==> config.mk <==
export PLATFORM = sky130hd
export DESIGN_NAME = intc_capture
export DESIGN_NICKNAME = d
export VERILOG_FILES = /design/src/rtl/intc_cap_pkg.sv /design/src/rtl/intc_sync2.sv /design/src/rtl/intc_cap_lane.sv /design/src/rtl/intc_capture.sv
export SDC_FILE = /design/constraint.sdc
export NUM_CORES = 1
export LEC_CHECK = 0
export ABC_CLOCK_PERIOD_IN_PS = 1100
export CAP_MARGIN = 20
export CORE_MARGIN = 2
export CORE_UTILIZATION = 35
export DETAILED_ROUTE_END_ITERATION = 7
export GPL_ROUTABILITY_DRIVEN = 0
export GPL_TIMING_DRIVEN = 0
export PLACE_DENSITY = 0.66
export SYNTH_ARGS = -nofsm -noshare
export SYNTH_HDL_FRONTEND = slang
export SYNTH_SLANG_ARGS = --single-unit
==> constraint.sdc <==
create_clock -name clk -period 1.1 [get_ports clk]
set_clock_uncertainty 0.15 [all_clocks]
set_input_delay 0.22 -clock clk [delete_from_list [all_inputs] [get_ports clk]]
set_output_delay 0.22 -clock clk [all_outputs]
set_load 0.005 [all_outputs]
==> src/rtl/intc_cap_pkg.sv <==
package intc_cap_pkg;

  typedef enum logic {
    SRC_SW = 1'b0,
    SRC_HW = 1'b1
  } src_mode_e;

  function automatic logic is_active(input logic v, input logic pol);
    return v == pol;
  endfunction

endpackage

==> src/rtl/intc_sync2.sv <==
module intc_sync2 #(
  parameter bit RST_VAL = 1'b0
) (
  input  logic clk,
  input  logic rst_n,
  input  logic d,
  output logic q
);

  logic meta;

  always_ff @(posedge clk or negedge rst_n) begin
    if (!rst_n) begin
      meta <= RST_VAL;
      q    <= RST_VAL;
    end else begin
      meta <= d;
      q    <= meta;
    end
  end

endmodule

==> src/rtl/intc_cap_lane.sv <==
module intc_cap_lane
  import intc_cap_pkg::*;
#(
  parameter bit IS_EDGE = 1'b1,
  parameter bit ACT_POL = 1'b1
) (
  input  logic clk,
  input  logic rst_n,
  input  logic raw,
  input  logic hw_en,
  input  logic sw_set,
  input  logic ack,
  output logic cond
);

  logic      hit;
  logic      cap;
  src_mode_e mode;

  generate
    if (IS_EDGE) begin : g_edge
      logic synced;
      logic prev;

      // synchronizer and history start inactive: an active line at release is one edge
      intc_sync2 #(.RST_VAL(!ACT_POL)) u_sync (
        .clk   (clk),
        .rst_n (rst_n),
        .d     (raw),
        .q     (synced)
      );

      always_ff @(posedge clk or negedge rst_n) begin
        if (!rst_n) prev <= !ACT_POL;
        else        prev <= synced;
      end

      assign hit = is_active(synced, ACT_POL) && !is_active(prev, ACT_POL);
    end else begin : g_level
      assign hit = is_active(raw, ACT_POL);
    end
  endgenerate

  assign mode = src_mode_e'(hw_en);

  always_comb begin
    if (mode == SRC_HW) cap = hit;
    else                cap = sw_set;
  end

  // new capture takes precedence over a same-cycle acknowledge
  always_ff @(posedge clk or negedge rst_n) begin
    if (!rst_n) cond <= 1'b0;
    else        cond <= cap | (cond & ~ack);
  end

endmodule

==> src/rtl/intc_capture.sv <==
module intc_capture #(
  parameter int            N         = 8,
  parameter logic [N-1:0]  EDGE_SEL  = '1,
  parameter logic [N-1:0]  EDGE_RISE = '1,
  parameter logic [N-1:0]  LVL_HIGH  = '1
) (
  input  logic         clk,
  input  logic         rst_n,
  input  logic [N-1:0] irq_in,
  input  logic         hw_en,
  input  logic [N-1:0] sw_set,
  input  logic [N-1:0] ack,
  output logic [N-1:0] cond
);

  localparam logic [N-1:0] ACT_POL = (EDGE_SEL & EDGE_RISE) | (~EDGE_SEL & LVL_HIGH);

  generate
    for (genvar g = 0; g < N; g++) begin : g_lane
      intc_cap_lane #(
        .IS_EDGE (EDGE_SEL[g]),
        .ACT_POL (ACT_POL[g])
      ) u_lane (
        .clk    (clk),
        .rst_n  (rst_n),
        .raw    (irq_in[g]),
        .hw_en  (hw_en),
        .sw_set (sw_set[g]),
        .ack    (ack[g]),
        .cond   (cond[g])
      );
    end
  endgenerate

endmodule

==> results of run 1 <==
## registers in the layout, summed over array words and instances (netlist names)
signal,cells
g_lane.u_lane.g_edge.prev,8
g_lane.u_lane.g_edge.u_sync.meta,8
g_lane.u_lane.g_edge.u_sync.q,8
g_lane.u_lane.cond,8
## metrics by stage
| step | util [%] | hold slack (ns) |
|---|---|---|
| after CTS | 50.7 | 0.163 |
| after global routing | 51.3 | -0.136 |
| after floorplan | - | -0.226 |
| after detailed placement | 50.2 | 0.186 |
| after global placement | 49.3 | 0.181 |
| final | 51.3 | -0.180 |
## layout by cell type (no fill, tap or decap)
cell	netlist	layout
dlygate4sd2_1	0	1
nand2b_1	7	7
buf_16	0	1
dlymetal6s2s_1	0	1
buf_2	0	2
o221ai_2	7	7
buf_6	1	7
buf_4	8	6
clkinv_2	0	1
inv_1	9	9
nand2_1	7	7
o221ai_1	1	1
dfrtp_1	32	32
nand3b_1	1	1
clkinvlp_4	0	1
clkdlybuf4s50_1	0	24
clkbuf_4	0	5
## area by class of cell
class | instances | share of cell area [%]
Multi-Input combinational cell | 23 | 12.3
Sequential cell | 32 | 51.5
Tap cell | 44 | 3.54
Timing Repair Buffer | 41 | 26.5
Clock inverter | 2 | 0.805
Inverter | 9 | 2.17
Buffer | 1 | 0.725
Clock buffer | 5 | 2.42
## worst max path at each step
stage | start | end | slack [ns] | depth (start not counted)
final | g_lane[5].u_lane.cond$_DFF_PN0_ | cond[5] | -0.11 | 1
after global placement | rst_n | g_lane[6].u_lane.cond$_DFF_PN0_ | -0.89 | 1
after CTS | g_lane[5].u_lane.cond$_DFF_PN0_ | cond[5] | -0.13 | 1
after global routing | g_lane[5].u_lane.cond$_DFF_PN0_ | cond[5] | -0.16 | 1
after detailed placement | hw_en | g_lane[4].u_lane.cond$_DFF_PN0_ | -0.41 | 4
after floorplan | g_lane[0].u_lane.cond$_DFF_PN0_ | cond[0] | 0.25 | 1
## cells by family (layout without fill, tap and decap cells)
logic type | count (synthesis) | in the layout | synth area share (%)
AOI/OAI and AO/OA | 8 | 8 | 10.4
and+or+nand+nor | 15 | 15 | 7.07
DFF | 32 | 32 | 73.0
buffers and inverters | 18 | 58 | 9.58
## power groups by stage
stage                     Combinational (mW)  Sequential (mW)  Clock [mW]
final                                  0.307             1.29       0.597
after global routing                   0.336             1.30       0.691
after CTS                              0.304             1.29       0.624
after detailed placement               0.330             1.31           0
after global placement                 0.310             1.30           0
after floorplan                        0.124             1.30           0
## per-layer routing
metal  vias up  routed length, µm
li1        309                  -
met1       313                680
met2        24                924
met3         3                115
met4         0                 14
met5         -                  0
## repair_timing
| action | 4_1_cts | 5_1_grt |
|---|---|---|
| endpoints found under the setup margin | 16 | 40 |
| hold endpoints to repair | 0 | 15 |
| resized for setup | 39 | 1 |
| buffers inserted | 4 | 2 |
==> impl_results.md, run 1 <==
* Status: complete, but fails checks
* Failing checks: negative hold slack, negative setup slack
* RR Startpoint: g_lane[3].u_lane.cond$_DFF_PN0_
* Mapped cell area at 0.00110 mm²
* Detailed Routing Iterations Pass 1 at 2
* Fraction of layout cells with a size suffix above 1 at roughly a quarter
* Comb pwr share at between 10% and 20%
* Post-Route WL at between 1.5 and 2 mm
* Unique masters post-synth at 9
* Residual DRC count at 0
* Vias at between 600 and 700
* Clk root buf: clkbuf_4
* Fin crit period at 1.21 ns
* Slowest stage delay, CP at a little under 0.4 ns
* Clock Sinks at 32
* Top FF cell, synth: dfrtp_1
* Worst vdd ir at between 0.8 and 0.9 mV
* Finished Layout Cells at 157
* Die ar. at approximately 0.0036 mm²
* Seq pwr share at between 50% and 60%
* Fill count at 285
* Cell count after synthesis at 73
* Crit-path max FO at 2
* Switching share of power at 22.9%
* Top Usage Layer GRT: met2
* Met2 global-route usage at just under 20%
* Arr. time, crit path at approximately 0.84 ns
* Synth top area cells: dfrtp_1, o221ai_2, buf_4
* Family with the most delay on the worst path: flip-flops
* Worst slew margin at 46.2%
* Worst R2R End: g_lane[3].u_lane.cond$_DFF_PN0_
* Io pins at 35
* Overall power at roughly 2.2 mW
* Fin crit share at 110%
* Largest net degree at the start of global routing at 18
* Max Slew Vio Count at 0
* WL per Instance at ~11 µm
* Gr usage total at a little under an eighth
* DIE WIDTH at 60.0 µm
* DP HPWL at between 1 and 1.5 mm
* Grt ovf at 0
* Commonest cells in the netlist: dfrtp_1, inv_1, buf_4
* Clk network pwr share at around 27%
* Area grow syn2layout at 41.6%
* CP Class: reg2out
* Syn nets at 100
* Critical path required time at 0.73 ns
* Starting Density at a little over a third
* Average size of a mapped cell at ~15 µm²
* TNS Setup at -0.801 ns
* Ys Warns at 0
* H-tree lvl count at 2
* M1 GR Usage at 12.9%
* CTS Hold Buffers Added at 0
* Vias in the first global route at 704
* Register area share after synthesis at 73.0%
* Cells after DPL at 152
* CORE AREA at just over 0.003 mm²
* ANT nets after route at 0
* Power density over the cells at between 1000 and 1500 mW/mm²
* Critical-path cell list: buf_2
* Vias per cell at between 4 and 5
* Pint at 1.69 mW
* Area of the multi-input gates at between 150 and 200 µm²
* Crit start category: register
* Async SR Flop Fraction at 100%
* Flops & latches, synth at 32
* Worst path bufs/invs at 1
* Number of hold violations in the final report at 15
* Setup violations, final at 8
* Slew of the pin with the lowest slew margin at around 0.81 ns
* Hold_ws at -0.180 ns
* Num CTS Buffers at 5
* Area share of the largest cell type after synthesis at ~73%
* Top-count cell post-synth: dfrtp_1
* Number of synthesized flops with an enable pin at 0
* Max-cap violation count at 0
* Number of port buffers at 34
* Post-synth top area cell: dfrtp_1
* Worst slack at placement at -0.407 ns
* TritonCTS clock tree: yes
* Met3 global-route usage at 4.76%
* Placed Area at about 0.0015 mm²
* Chip height at approximately 60 µm
* Antenna cells at 0
* CP endpoint kind: primary output
* Rows at 20
* Bufs on Longest Clock Path at 2
* Leak at around 0.7 nW
* Max Clk Rate at around 0.83 GHz
* Worst-path clk slew at around 0.09 ns
* Hold Path Class: in2async
* First-pass GRT wire length at between 2 and 3 mm
* RSZ-0062 raised after global routing: yes
* Latest clock arrival within the worst-skew pair at roughly 0.32 ns
* Crit-path slowest cell: dfrtp_1
* P_sw at between 0.5 and 0.6 mW
* R2R setup slack at around 0.040 ns
* Final setup margin at -0.111 ns
* Layout Nets at 140
* Depth of the most critical reg-to-reg path at 4
* Finished Cell Area at 0.00155 mm²
* Reg area at 801 µm²
* Initial DRC count at 7
* Initial antenna violation count at 0
No activity file was read; power rests on OpenSTA's default activity.
==> run 2, diff against run 1 <==
--- a/config.mk
+++ b/config.mk
@@ -5,8 +5,8 @@
 export SDC_FILE = /design/constraint.sdc
 export NUM_CORES = 1
 export LEC_CHECK = 0
-export ABC_CLOCK_PERIOD_IN_PS = 1100
-export CAP_MARGIN = 20
+export ABC_CLOCK_PERIOD_IN_PS = 1400
+export CAP_MARGIN = 15
 export CORE_MARGIN = 2
 export CORE_UTILIZATION = 35
 export DETAILED_ROUTE_END_ITERATION = 7
==> constraint.sdc (replaced) <==
create_clock -name clk -period 1.4 [get_ports clk]
set_clock_uncertainty 0.15 [all_clocks]
set_input_delay 0.28 -clock clk [delete_from_list [all_inputs] [get_ports clk]]
set_output_delay 0.28 -clock clk [all_outputs]
set_load 0.005 [all_outputs]
==> impl_results.md, run 2 (synthesis gave the netlist of run 1 again) <==
* Status: completed
* Leak at 0.698 nW
* CTS Hold Buffers Added at 0
* Chip height at about 60 µm
* Cells after DPL at approximately 150
* Max-cap violation count at 0
* Max Clk Rate at ~0.73 GHz
* Top sig layer: met4
* Crit-path max FO at 2
* Initial DRC count at 7
* RSZ-0062 raised after global routing: yes
* Area of the multi-input gates at about 190 µm²
* Vias in the first global route at 714
* Critical path required time at 0.97 ns
* Finished Layout Cells at between 150 and 200
* Family with the most delay on the worst path: flip-flops
* Latest clock arrival within the worst-skew pair at between 0.3 and 0.4 ns
* WL per Instance at 11.0 µm
* Hold Path Class: reg2reg
* Post-Route WL at between 1.5 and 2 mm
* Gr usage total at a little under an eighth
* Fin crit share at a little over nine tenths
* Rows at 20
* Number of hold violations in the final report at 0
* First-pass GRT wire length at 2.93 mm
* Antenna cells at 0
* Hold path start: g_lane[5].u_lane.g_edge.u_sync.meta$_DFF_PN0_
* Number of port buffers at 34
* Die ar. at approximately 0.0036 mm²
* Fill count at approximately 290
* Detailed Routing Iterations Pass 1 at 3
* Worst slack at placement at -0.167 ns
* Setup violations, final at 0
* Bufs on Longest Clock Path at 2
* TritonCTS clock tree: yes
* Final setup margin at approximately 0.031 ns
* RR Startpoint: g_lane[3].u_lane.cond$_DFF_PN0_
* Worst slew margin at between 40 and 50%
* Vias per cell at 4.06
* DP HPWL at 1.37 mm
* Worst vdd ir at 0.640 mV
* Clk root buf: clkbuf_4
* Worst path bufs/invs at 2
* Crit-path slowest cell: dfrtp_1
* Grt ovf at 0
* Fin crit period at 1.37 ns
* Layout Nets at between 100 and 150
* Vias at 645
* Worst-path clk slew at roughly 0.090 ns
* CP Class: reg2out
* Arr. time, crit path at roughly 0.94 ns
* WL met2 at ~900 µm
* Residual DRC count at 0
* H-tree lvl count at 2
* Num CTS Buffers at 5
* Most common cell after layout, fill and taps aside: dfrtp_1
* Slowest stage delay, CP at approximately 0.4 ns
* Met3 wire length at 110 µm
* Max Slew Vio Count at 0
* Crit start category: register
* Finished Cell Area at 0.00156 mm²
* Critical-path cell list: buf_4 -> buf_2
* DRT met1 WL at a little over 700 µm
* Slew of the pin with the lowest slew margin at around 0.8 ns
* Clock Sinks at 32
* Area grow syn2layout at 41.7%
* Most frequent cells in the layout: dfrtp_1, clkdlybuf4s50_1, inv_1
* Placed Area at approximately 0.0015 mm²
* Io pins at 35
* Fraction of layout cells with a size suffix above 1 at 27.8%
* Reg area at around 800 µm²
* Largest net degree at the start of global routing at 18
* Starting Density at a little over a third
* Initial antenna violation count at 0
* Power density over the cells at 1110 mW/mm²
* DIE WIDTH at roughly 60 µm
* Hold_ws at 0.204 ns
* CP endpoint kind: primary output
* TNS Setup at 0 ns
* Worst setup path startpoint: g_lane[4].u_lane.cond$_DFF_PN0_
* CORE AREA at slightly above 0.003 mm²
* ANT nets after route at 0
==> run 2: cell types whose count changed in the layout (fill, tap and decap cells not counted) <==
cell             change
buf_2                +2
buf_6                -2
dlymetal6s2s_1       -1
dlygate4sd2_1        -1
buf_4                +2
clkdlybuf4s50_1      +2
==> run 2: timing repair <==
action | 4_1_cts | 5_1_grt
resized for setup | 32 | 4
setup buffers | 1 | 5
setup endpoints to repair | 8 | 8
==> run 2: layout make-up <==
class,count,area share [%]
inverters,9,2.17
repair buffers,41,25.6
well taps,44,3.54
clock inverters,2,0.805
flip-flops and latches,32,51.5
clock buffers,5,2.41
multi-input cells,23,12.3
plain buffers,3,1.69
==> run 2: final timing paths <==
path	end	slack [ns]	cells past startpoint
max	cond[4]	0.03	2
max reg2reg	g_lane[3].u_lane.cond$_DFF_PN0_	0.34	4
max in group asynchronous	g_lane[7].u_lane.cond$_DFF_PN0_	0.28	2
min	g_lane[5].u_lane.g_edge.u_sync.q$_DFF_PN0_	0.20	0
min reg2reg	g_lane[5].u_lane.g_edge.u_sync.q$_DFF_PN0_	0.20	0
min in group asynchronous	g_lane[0].u_lane.g_edge.u_sync.meta$_DFF_PN0_	0.27	1
==> run 2: metal layers <==
metal / up-vias / track usage, %
met5: - / 0
met4: 0 / 4.76
met3: 3 / 4.76
met2: 22 / 19.3
met1: 306 / 12.7
li1: 314 / -
==> run 2: stage by stage <==
stage                     utilization, %  power (mW)
after detailed placement            50.2        1.29
after floorplan                        -        1.12
after CTS                           50.8        1.74
final                               51.4        1.72
after global routing                51.4        1.83
after global placement              49.3        1.27
==> run 2: report_power, final <==
group | total, mW | switching [mW] | internal, mW
combinational | 0.244 | 0.0803 | 0.163
sequential | 1.01 | 0.0276 | 0.983
clock | 0.467 | 0.284 | 0.183
